===== config.mk =====
export PLATFORM = sky130hd
export DESIGN_NAME = fbs_engine
export DESIGN_NICKNAME = d
export VERILOG_FILES = /design/src/rtl/fbs_pkg.sv /design/src/rtl/fbs_clear_scan.sv /design/src/rtl/fbs_sprite_walk.sv /design/src/rtl/fbs_pixel_merge.sv /design/src/rtl/fbs_engine.sv
export SDC_FILE = /design/constraint.sdc
export NUM_CORES = 1
export LEC_CHECK = 0
export ABC_AREA = 1
export CORE_AREA = 2 2 82 84
export CTS_CLUSTER_DIAMETER = 40
export DETAILED_ROUTE_END_ITERATION = 6
export DIE_AREA = 0 0 84 86
export PLACE_DENSITY = 0.84
export SYNTH_ARGS = -nofsm -noshare
export SYNTH_HDL_FRONTEND = slang
export SYNTH_SLANG_ARGS = --single-unit

===== constraint.sdc =====
create_clock -name clk -period 3.1 [get_ports clk]
set_input_delay 0.62 -clock clk [delete_from_list [all_inputs] [get_ports clk]]
set_output_delay 0.62 -clock clk [all_outputs]
set_load 0.02 [all_outputs]

===== src/rtl/fbs_pkg.sv =====
package fbs_pkg;
  typedef enum logic [2:0] {
    ST_IDLE  = 3'd0,
    ST_CLEAR = 3'd1,
    ST_FETCH = 3'd2,
    ST_RD    = 3'd3,
    ST_WR    = 3'd4,
    ST_DONE  = 3'd5
  } fbs_state_e;
endpackage


===== src/rtl/fbs_clear_scan.sv =====
module fbs_clear_scan #(
  parameter int XW = 6,
  parameter int YW = 5
) (
  input  logic          clk,
  input  logic          rst_n,
  input  logic          restart,
  input  logic          step,
  output logic [XW-1:0] x,
  output logic [YW-1:0] y,
  output logic          last
);
  localparam logic [XW-1:0] X_MAX = '1;
  localparam logic [YW-1:0] Y_MAX = '1;

  logic [XW-1:0] x_d;
  logic [YW-1:0] y_d;
  logic          en;

  assign en   = restart | step;
  assign last = (x == X_MAX) && (y == Y_MAX);

  always_comb begin
    x_d = x;
    y_d = y;
    if (restart) begin
      x_d = '0;
      y_d = '0;
    end else if (step) begin
      x_d = x + XW'(1);
      if (x == X_MAX) y_d = y + YW'(1);
    end
  end

  always_ff @(posedge clk or negedge rst_n) begin
    if (!rst_n) begin
      x <= '0;
      y <= '0;
    end else if (en) begin
      x <= x_d;
      y <= y_d;
    end
  end
endmodule


===== src/rtl/fbs_sprite_walk.sv =====
module fbs_sprite_walk #(
  parameter int RW = 4,
  parameter int CB = 3
) (
  input  logic          clk,
  input  logic          rst_n,
  input  logic          restart,
  input  logic          col_step,
  input  logic          row_step,
  input  logic [RW-1:0] rows,
  output logic [RW-1:0] row,
  output logic [CB-1:0] col,
  output logic          last_col,
  output logic          last_row
);
  localparam logic [CB-1:0] COL_MAX = '1;

  logic [RW-1:0] row_d;
  logic [CB-1:0] col_d;
  logic          en;

  assign en       = restart | col_step | row_step;
  assign last_col = (col == COL_MAX);
  assign last_row = (row == rows - RW'(1));

  always_comb begin
    row_d = row;
    col_d = col;
    if (restart) begin
      row_d = '0;
      col_d = '0;
    end else if (row_step) begin
      row_d = row + RW'(1);
      col_d = '0;
    end else if (col_step) begin
      col_d = col + CB'(1);
    end
  end

  always_ff @(posedge clk or negedge rst_n) begin
    if (!rst_n) begin
      row <= '0;
      col <= '0;
    end else if (en) begin
      row <= row_d;
      col <= col_d;
    end
  end
endmodule


===== src/rtl/fbs_pixel_merge.sv =====
module fbs_pixel_merge #(
  parameter int PW = 8,
  parameter int CB = 3
) (
  input  logic [PW-1:0] pattern,
  input  logic [CB-1:0] col,
  input  logic          old_bit,
  output logic          new_bit,
  output logic          hit
);
  localparam logic [CB-1:0] MSB_IDX = CB'(PW - 1);

  logic spr_bit;

  assign spr_bit = pattern[MSB_IDX - col];
  assign new_bit = old_bit ^ spr_bit;
  assign hit     = old_bit & spr_bit;
endmodule


===== src/rtl/fbs_engine.sv =====
module fbs_engine #(
  parameter int XW = 6,
  parameter int YW = 5,
  parameter int RW = 4,
  parameter int AW = 12,
  parameter int PW = 8
) (
  input  logic          clk,
  input  logic          rst_n,
  input  logic          clear_go,
  input  logic          draw_go,
  input  logic [XW-1:0] org_x,
  input  logic [YW-1:0] org_y,
  input  logic [RW-1:0] row_count,
  input  logic [AW-1:0] sprite_base,
  output logic [AW-1:0] mem_addr,
  input  logic [PW-1:0] mem_rdata,
  output logic [XW-1:0] fb_x,
  output logic [YW-1:0] fb_y,
  output logic          fb_we,
  output logic          fb_wdata,
  input  logic          fb_rdata,
  output logic          busy,
  output logic          done,
  output logic          collide
);
  import fbs_pkg::*;

  localparam int CB = (PW > 1) ? $clog2(PW) : 1;

  fbs_state_e    state_q, state_d;
  logic [XW-1:0] ox_q;
  logic [YW-1:0] oy_q;
  logic [RW-1:0] rows_q;
  logic [AW-1:0] base_q;
  logic [PW-1:0] pat_q, pat_d;
  logic          old_q, old_d;
  logic          coll_q, coll_d;

  logic          cmd_load, pat_en, old_en, coll_en;
  logic          scan_restart, scan_step, scan_last;
  logic [XW-1:0] scan_x;
  logic [YW-1:0] scan_y;
  logic          walk_restart, col_step, row_step, last_col, last_row;
  logic [RW-1:0] row;
  logic [CB-1:0] col;
  logic          merged, hit;
  logic [XW-1:0] pix_x;
  logic [YW-1:0] pix_y;

  fbs_clear_scan #(.XW(XW), .YW(YW)) u_scan (
    .clk(clk), .rst_n(rst_n), .restart(scan_restart), .step(scan_step),
    .x(scan_x), .y(scan_y), .last(scan_last)
  );

  fbs_sprite_walk #(.RW(RW), .CB(CB)) u_walk (
    .clk(clk), .rst_n(rst_n), .restart(walk_restart), .col_step(col_step),
    .row_step(row_step), .rows(rows_q), .row(row), .col(col),
    .last_col(last_col), .last_row(last_row)
  );

  fbs_pixel_merge #(.PW(PW), .CB(CB)) u_merge (
    .pattern(pat_q), .col(col), .old_bit(old_q), .new_bit(merged), .hit(hit)
  );

  assign pix_x = ox_q + XW'(col);
  assign pix_y = oy_q + YW'(row);

  // next-state process
  always_comb begin
    state_d      = state_q;
    cmd_load     = 1'b0;
    scan_restart = 1'b0;
    scan_step    = 1'b0;
    walk_restart = 1'b0;
    col_step     = 1'b0;
    row_step     = 1'b0;
    pat_en       = 1'b0;
    old_en       = 1'b0;
    coll_en      = 1'b0;
    pat_d        = mem_rdata;
    old_d        = fb_rdata;
    coll_d       = coll_q;
    unique case (state_q)
      ST_IDLE: begin
        if (clear_go) begin
          scan_restart = 1'b1;
          state_d      = ST_CLEAR;
        end else if (draw_go) begin
          cmd_load     = 1'b1;
          walk_restart = 1'b1;
          coll_en      = 1'b1;
          coll_d       = 1'b0;
          state_d      = (row_count == '0) ? ST_DONE : ST_FETCH;
        end
      end
      ST_CLEAR: begin
        scan_step = 1'b1;
        if (scan_last) state_d = ST_DONE;
      end
      ST_FETCH: begin
        pat_en  = 1'b1;
        state_d = ST_RD;
      end
      ST_RD: begin
        old_en  = 1'b1;
        state_d = ST_WR;
      end
      ST_WR: begin
        if (hit) begin
          coll_en = 1'b1;
          coll_d  = 1'b1;
        end
        if (!last_col) begin
          col_step = 1'b1;
          state_d  = ST_RD;
        end else if (last_row) begin
          state_d = ST_DONE;
        end else begin
          row_step = 1'b1;
          state_d  = ST_FETCH;
        end
      end
      ST_DONE: state_d = ST_IDLE;
      default: state_d = ST_IDLE;
    endcase
  end

  // register process
  always_ff @(posedge clk or negedge rst_n) begin
    if (!rst_n) begin
      state_q <= ST_IDLE;
      ox_q    <= '0;
      oy_q    <= '0;
      rows_q  <= '0;
      base_q  <= '0;
      pat_q   <= '0;
      old_q   <= 1'b0;
      coll_q  <= 1'b0;
    end else begin
      state_q <= state_d;
      if (cmd_load) begin
        ox_q   <= org_x;
        oy_q   <= org_y;
        rows_q <= row_count;
        base_q <= sprite_base;
      end
      if (pat_en)  pat_q  <= pat_d;
      if (old_en)  old_q  <= old_d;
      if (coll_en) coll_q <= coll_d;
    end
  end

  assign mem_addr = base_q + AW'(row);
  assign fb_x     = (state_q == ST_CLEAR) ? scan_x : pix_x;
  assign fb_y     = (state_q == ST_CLEAR) ? scan_y : pix_y;
  assign fb_we    = (state_q == ST_CLEAR) || (state_q == ST_WR);
  assign fb_wdata = (state_q == ST_WR) ? merged : 1'b0;
  assign busy     = (state_q != ST_IDLE);
  assign done     = (state_q == ST_DONE);
  assign collide  = coll_q;
endmodule


==> Word level (Yosys, flattened, before mapping) <==
Cells that the tools add are included.
{ "classes": {"n_eq_ne": 14, "muxes": 41, "n_lt_le_gt_ge": 1, "addsub": 9, "bitwise": 5, "reduce_logical": 16} }
{ "ops": {"columns": ["cell", "count"], "rows": [
  ["3-bit 2-to-1 mux", 9],
  ["5-bit 2-to-1 mux", 4],
  ["1-bit 2-to-1 mux", 19],
  ["6-bit 2-to-1 mux", 3],
  ["3-bit one-hot mux with 5 select lines", 1],
  ["12-bit by 4-bit adder with 12-bit output", 1],
  ["3-bit equality test, second input constant", 3],
  ["4-bit 2-to-1 mux", 2],
  ["2-bit inequality test, second input constant", 4],
  ["2-bit AND reduction", 4],
  ["2-bit nonzero test", 4],
  ["6-bit by 1-bit adder with 6-bit output, second input constant", 1],
  ["6-bit by 3-bit adder with 6-bit output", 1],
  ["3-bit by 2-bit equality test with 1-bit output, second input constant", 2],
  ["6-bit equality test, second input constant", 1],
  ["3-bit nonzero test", 2],
  ["5-bit by 1-bit adder with 5-bit output, second input constant", 1],
  ["5-bit by 4-bit adder with 5-bit output", 1],
  ["5-bit equality test, second input constant", 1],
  ["5-bit AND reduction", 1],
  ["4-bit by 1-bit adder with 4-bit output, second input constant", 1],
  ["4-bit equality test", 1],
  ["4-bit logical NOT", 1],
  ["3-bit by 4-bit < comparator with 1-bit output, second input constant", 1],
  ["14 further kinds", 17]
]} }
{ "word_totals": {"regBits": 58, "input_bits": 40} }

==> Depth between registers and ports, before layout <==
{ "depth": {"depth_word": 7, "ltp_mapped": 13} }

==> By module <==
A second synthesis with hierarchy kept.
{ "hier_totals": {"hier_cells": 520, "hier_area_um2": 3753.6} }
{ "modules_own_cells": {"columns": ["module", "cells_per_inst", "seq_area_each_um2", "instances", "area_per_inst_um2"], "rows": [
  ["fbs_engine", 346, 1001.0, 1, 2539.9],
  ["fbs_clear_scan", 73, 275.3, 1, 611.8],
  ["fbs_sprite_walk", 72, 175.2, 1, 479.2],
  ["fbs_pixel_merge", 29, 0.0, 1, 122.6]
]} }

==> Worst setup path after synthesis <==
No wires, ideal clock.
{ "synth_path": {"kind": "register to output", "startpoint": "register u_walk.row[0]", "endpoint": "output port mem_addr[10]", "path_buffers": 0, "arrival_ns": 1.981, "required_ns": 2.480, "path_stages_with_launch": 9, "slack_ns": 0.499, "path_cell_list": "dfrtp_1 > ha_1 > inv_1 > fa_1 > nand3b_1 > nand2_1 > nand4_1 > nor3_1 > xor2_1"} }
{ "synth_via": {"elab_chain_cells": 1} }
{ "synth_rtl": {"columns": ["element", "line_no", "rtl"], "rows": [
  ["from (decl)", "fbs_sprite_walk.sv:11", "output logic [RW-1:0] row,"],
  ["from (signal assigned)", "fbs_sprite_walk.sv:45", "row <= row_d;"],
  ["12-bit by 4-bit adder with 12-bit output", "fbs_engine.sv:154", "assign mem_addr = base_q + AW'(row);"],
  ["to (decl)", "fbs_engine.sv:16", "output logic [AW-1:0] mem_addr,"]
]} }
No other way between the ends.

==> Final worst setup path <==
{ "layout_path": {"startpoint": "register u_walk.col[0]", "endpoint": "output port fb_x[2]"} }
{ "layout_via": {"elab_chain_cells": 2} }
{ "layout_rtl": {"columns": ["element", "line_no", "rtl"], "rows": [
  ["from (decl)", "fbs_sprite_walk.sv:12", "output logic [CB-1:0] col,"],
  ["from (signal assigned)", "fbs_sprite_walk.sv:46", "col <= col_d;"],
  ["6-bit by 3-bit adder with 6-bit output", "fbs_engine.sv:66", "assign pix_x = ox_q + XW'(col);"],
  ["6-bit 2-to-1 mux", "fbs_engine.sv:155", "assign fb_x = (state_q == ST_CLEAR) ? scan_x : pix_x;"],
  ["to (decl)", "fbs_engine.sv:18", "output logic [XW-1:0] fb_x,"]
]} }
No other way between the ends.

==> out/metrics.yaml <==
status: "finished clean"
pwr-share-comb_pct: 4.9
place.gp.congestion: 0.876
grt_use_total_pct: 22.7
grt_first_pass_wirelength_mm: 13.2
die_y_um: 86
clock_latency_ns: 0.33
htreeDepth: 3
start_kind: "flop"
synth_seq_cells: 58
cp_data_arrival_time_ns: 2.36
grt_pass1_vias: 3084
dieArea_mm2: 0.00722
min_path_type: "in -> async"
syn-num-nets: 507
powerDensity_mw_per_mm2: 324
hold_viol_final: 0
regToRegStartpoint: "state_q[0]"
intPower_uw: 1120
register_area_mm2: 0.00145
fmaxAchievable_mhz: 335
worstPathCellList: "ha_1 > inv_1 > fa_1 > xor2_1 > o21ai_0 > clkdlybuf4s50_1"
rsz0062_at_grt: "false"
p_leak_uw: 0.00231
post_cts_resized: 7
antenna_found_initial: 0
slowest_stage: "clkdlybuf4s50_1"
initial_utilization_pct: 55.3
netlist_instances: 445
dp_hpwl_mm: 5.60
finalSetupTns_ns: 0
hold_buffers: 0
row_count: 29
drc: 0
finalCriticalPeriod_ns: 2.98
root_buffer: "clkbuf_8"
cts_inserted_buffers: 9
setup_violations: 0
cpPeakStageDelay_ns: 0.63
cts_tree: "built"
io_pins: 68
antenna_cells: 0
coreArea_mm2: 0.00628
drt_iter0_drc: 175
drive_above_1_share_pct: 6.53
vias: 3111
totalPowerFinal_uw: 1420
crit_start: "u_walk.col[0]"
cts.sinks: 58
ys_seq_area_share_pct: 41.8
synth_area_mm2: 0.00347
power_switching_uw: 298
fin_crit_sh_pct: 96.2
clkPwrFrac_pct: 41.8
multi_input_area_mm2: 0.00176
routed_wl_mm: 7.59
final_max_slew_viol_count: 0
worst_pin_slew_ns: 1.03
drv_cap: 0
wire_per_inst_um: 12.7
die_x_um: 84
drt_first_pass_iters: 4
syn_to_final_growth_pct: 26.5
final_nets: 581
clock_path_buffers: 2
fillCellCount: 490
grt_max_degree: 48
seqPwrFrac_pct: 53.3
post-cts-setup-buffers: 0
overflow: 0
antenna_left: 0
syn_avg_cell_area_um2: 7.79
required_ns: 2.48
endpoint_kind: "primary output"
yosysWarningCount: 0
ir_drop_v: 0.000253
path_max_fanout: 8
crit_type: "reg -> out"
switching_share_pct: 21.0
skew_ns: 0.0116
cts.clk_slew.worst_paths_ns: 0.06
timing.slew.headroom_pct: 31.2
rrSetupSlack_ns: 1.36
vias_per_cell: 5.20
ys_types: 32
portBuffers: 67
## critical path, delay by kind of cell, from the launching register on
family          cells  cell delay (ns)
fa+ha+maj           2             0.59
xor+xnor            1             0.15
flops               1             0.44
compound gates      1             0.17
buf+inv             2             0.68
## final timing paths
path	endpoint	cells after the start
setup / recovery	fb_x[2]	6
hold / removal	rows_q[3]	1
setup reg to reg	base_q[8]	7
hold reg to reg	pat_q[5]	2
max in group asynchronous	oy_q[3]	2
min in group clk	pat_q[5]	2
## flip-flops by register name, summed over array words and instances (netlist names)
name        count
old_q           1
state_q         3
ox_q            6
u_scan.x        6
u_scan.y        5
u_walk.row      4
pat_q           8
u_walk.col      3
oy_q            5
collide         1
base_q         12
rows_q          4
## layout make-up
type	instances	share of cell area, %
clock buffers	13	3.62
inverters	55	4.76
multi-input cells	323	40.0
flip-flops and latches	58	33.1
well taps	77	2.20
repair buffers	72	16.3
## per-layer routing
layer | vias to the layer above | track usage [%] | share of wire, %
li1 | 1566 | - | -
met1 | 1445 | 28.3 | 44
met2 | 84 | 39.1 | 49
met3 | 16 | 3.75 | 4.3
met4 | 0 | 10.3 | 2.2
met5 | - | 0 | 0
## logic make-up after synthesis
family | synth area share [%]
and+or+nand+nor | 27.7
buffers and inverters | 7.54
DFF | 41.8
AOI/OAI and AO/OA | 8.37
adders and majority gates | 8.59
xor gates and xnor gates | 5.30
muxes | 0.649
## synthesized netlist by cell type (all sizes together)
master    n  share of area (%)
nand3b    1               0.22
o21ai    35                5.1
nor3b     1               0.22
inv      55                6.0
mux2      2               0.65
o22ai     3               0.54
xnor2     6                1.5
xor2     15                3.8
fa        3                1.7
clkbuf    1               0.11
o21a      1               0.22
nor2     19                2.7
nand3    30                4.5
buf       8                1.4
and3      1               0.18
nand4     4               0.72
dfrtp    58                 42
nor3     11                2.2
nand2   155                 17
a22o      1               0.25
ha       19                6.9
a21oi    16                2.3
## power groups by stage
stage                     logic, µW  clock network (µW)  registers [µW]
after global routing           76.3                 633             758
after global placement         69.4                   0             772
after detailed placement       70.0                   0             772
final                          69.2                 594             758
after floorplan                3.56                   0             772
after CTS                      70.3                 606             758
## placed cells by master, fill, tap and decap left out, types with 2 or more instances in the layout
cell type	n
o22ai_1	3
xnor2_1	6
nor2_4	3
inv_2	2
clkbuf_1	2
o21ai_0	29
fa_1	3
nor3_2	2
nor2_1	16
a21oi_1	16
o21ai_1	6
buf_4	5
inv_1	52
mux2_2	2
clkdlybuf4s50_1	52
nand3_1	29
nor3_1	8
nand2_2	3
dfrtp_1	57
dlygate4sd2_1	4
ha_1	19
dlymetal6s2s_1	9
clkbuf_8	11
nand4_1	4
xor2_1	15
nand2_1	152
## through the flow
stage	worst slack [ns]	utilization [%]	area (µm²)	hold WS, ns	instances
after floorplan	0.499	-	3470	0.324	445
after global placement	0.160	67.2	4220	0.454	585
after detailed placement	0.0810	67.2	4220	0.458	585
after CTS	0.0146	69.6	4370	0.473	598
after global routing	0.0109	69.9	4390	0.495	598
final	0.118	69.9	4390	0.470	598
Note: power is estimated with default switching activity, not from simulation.
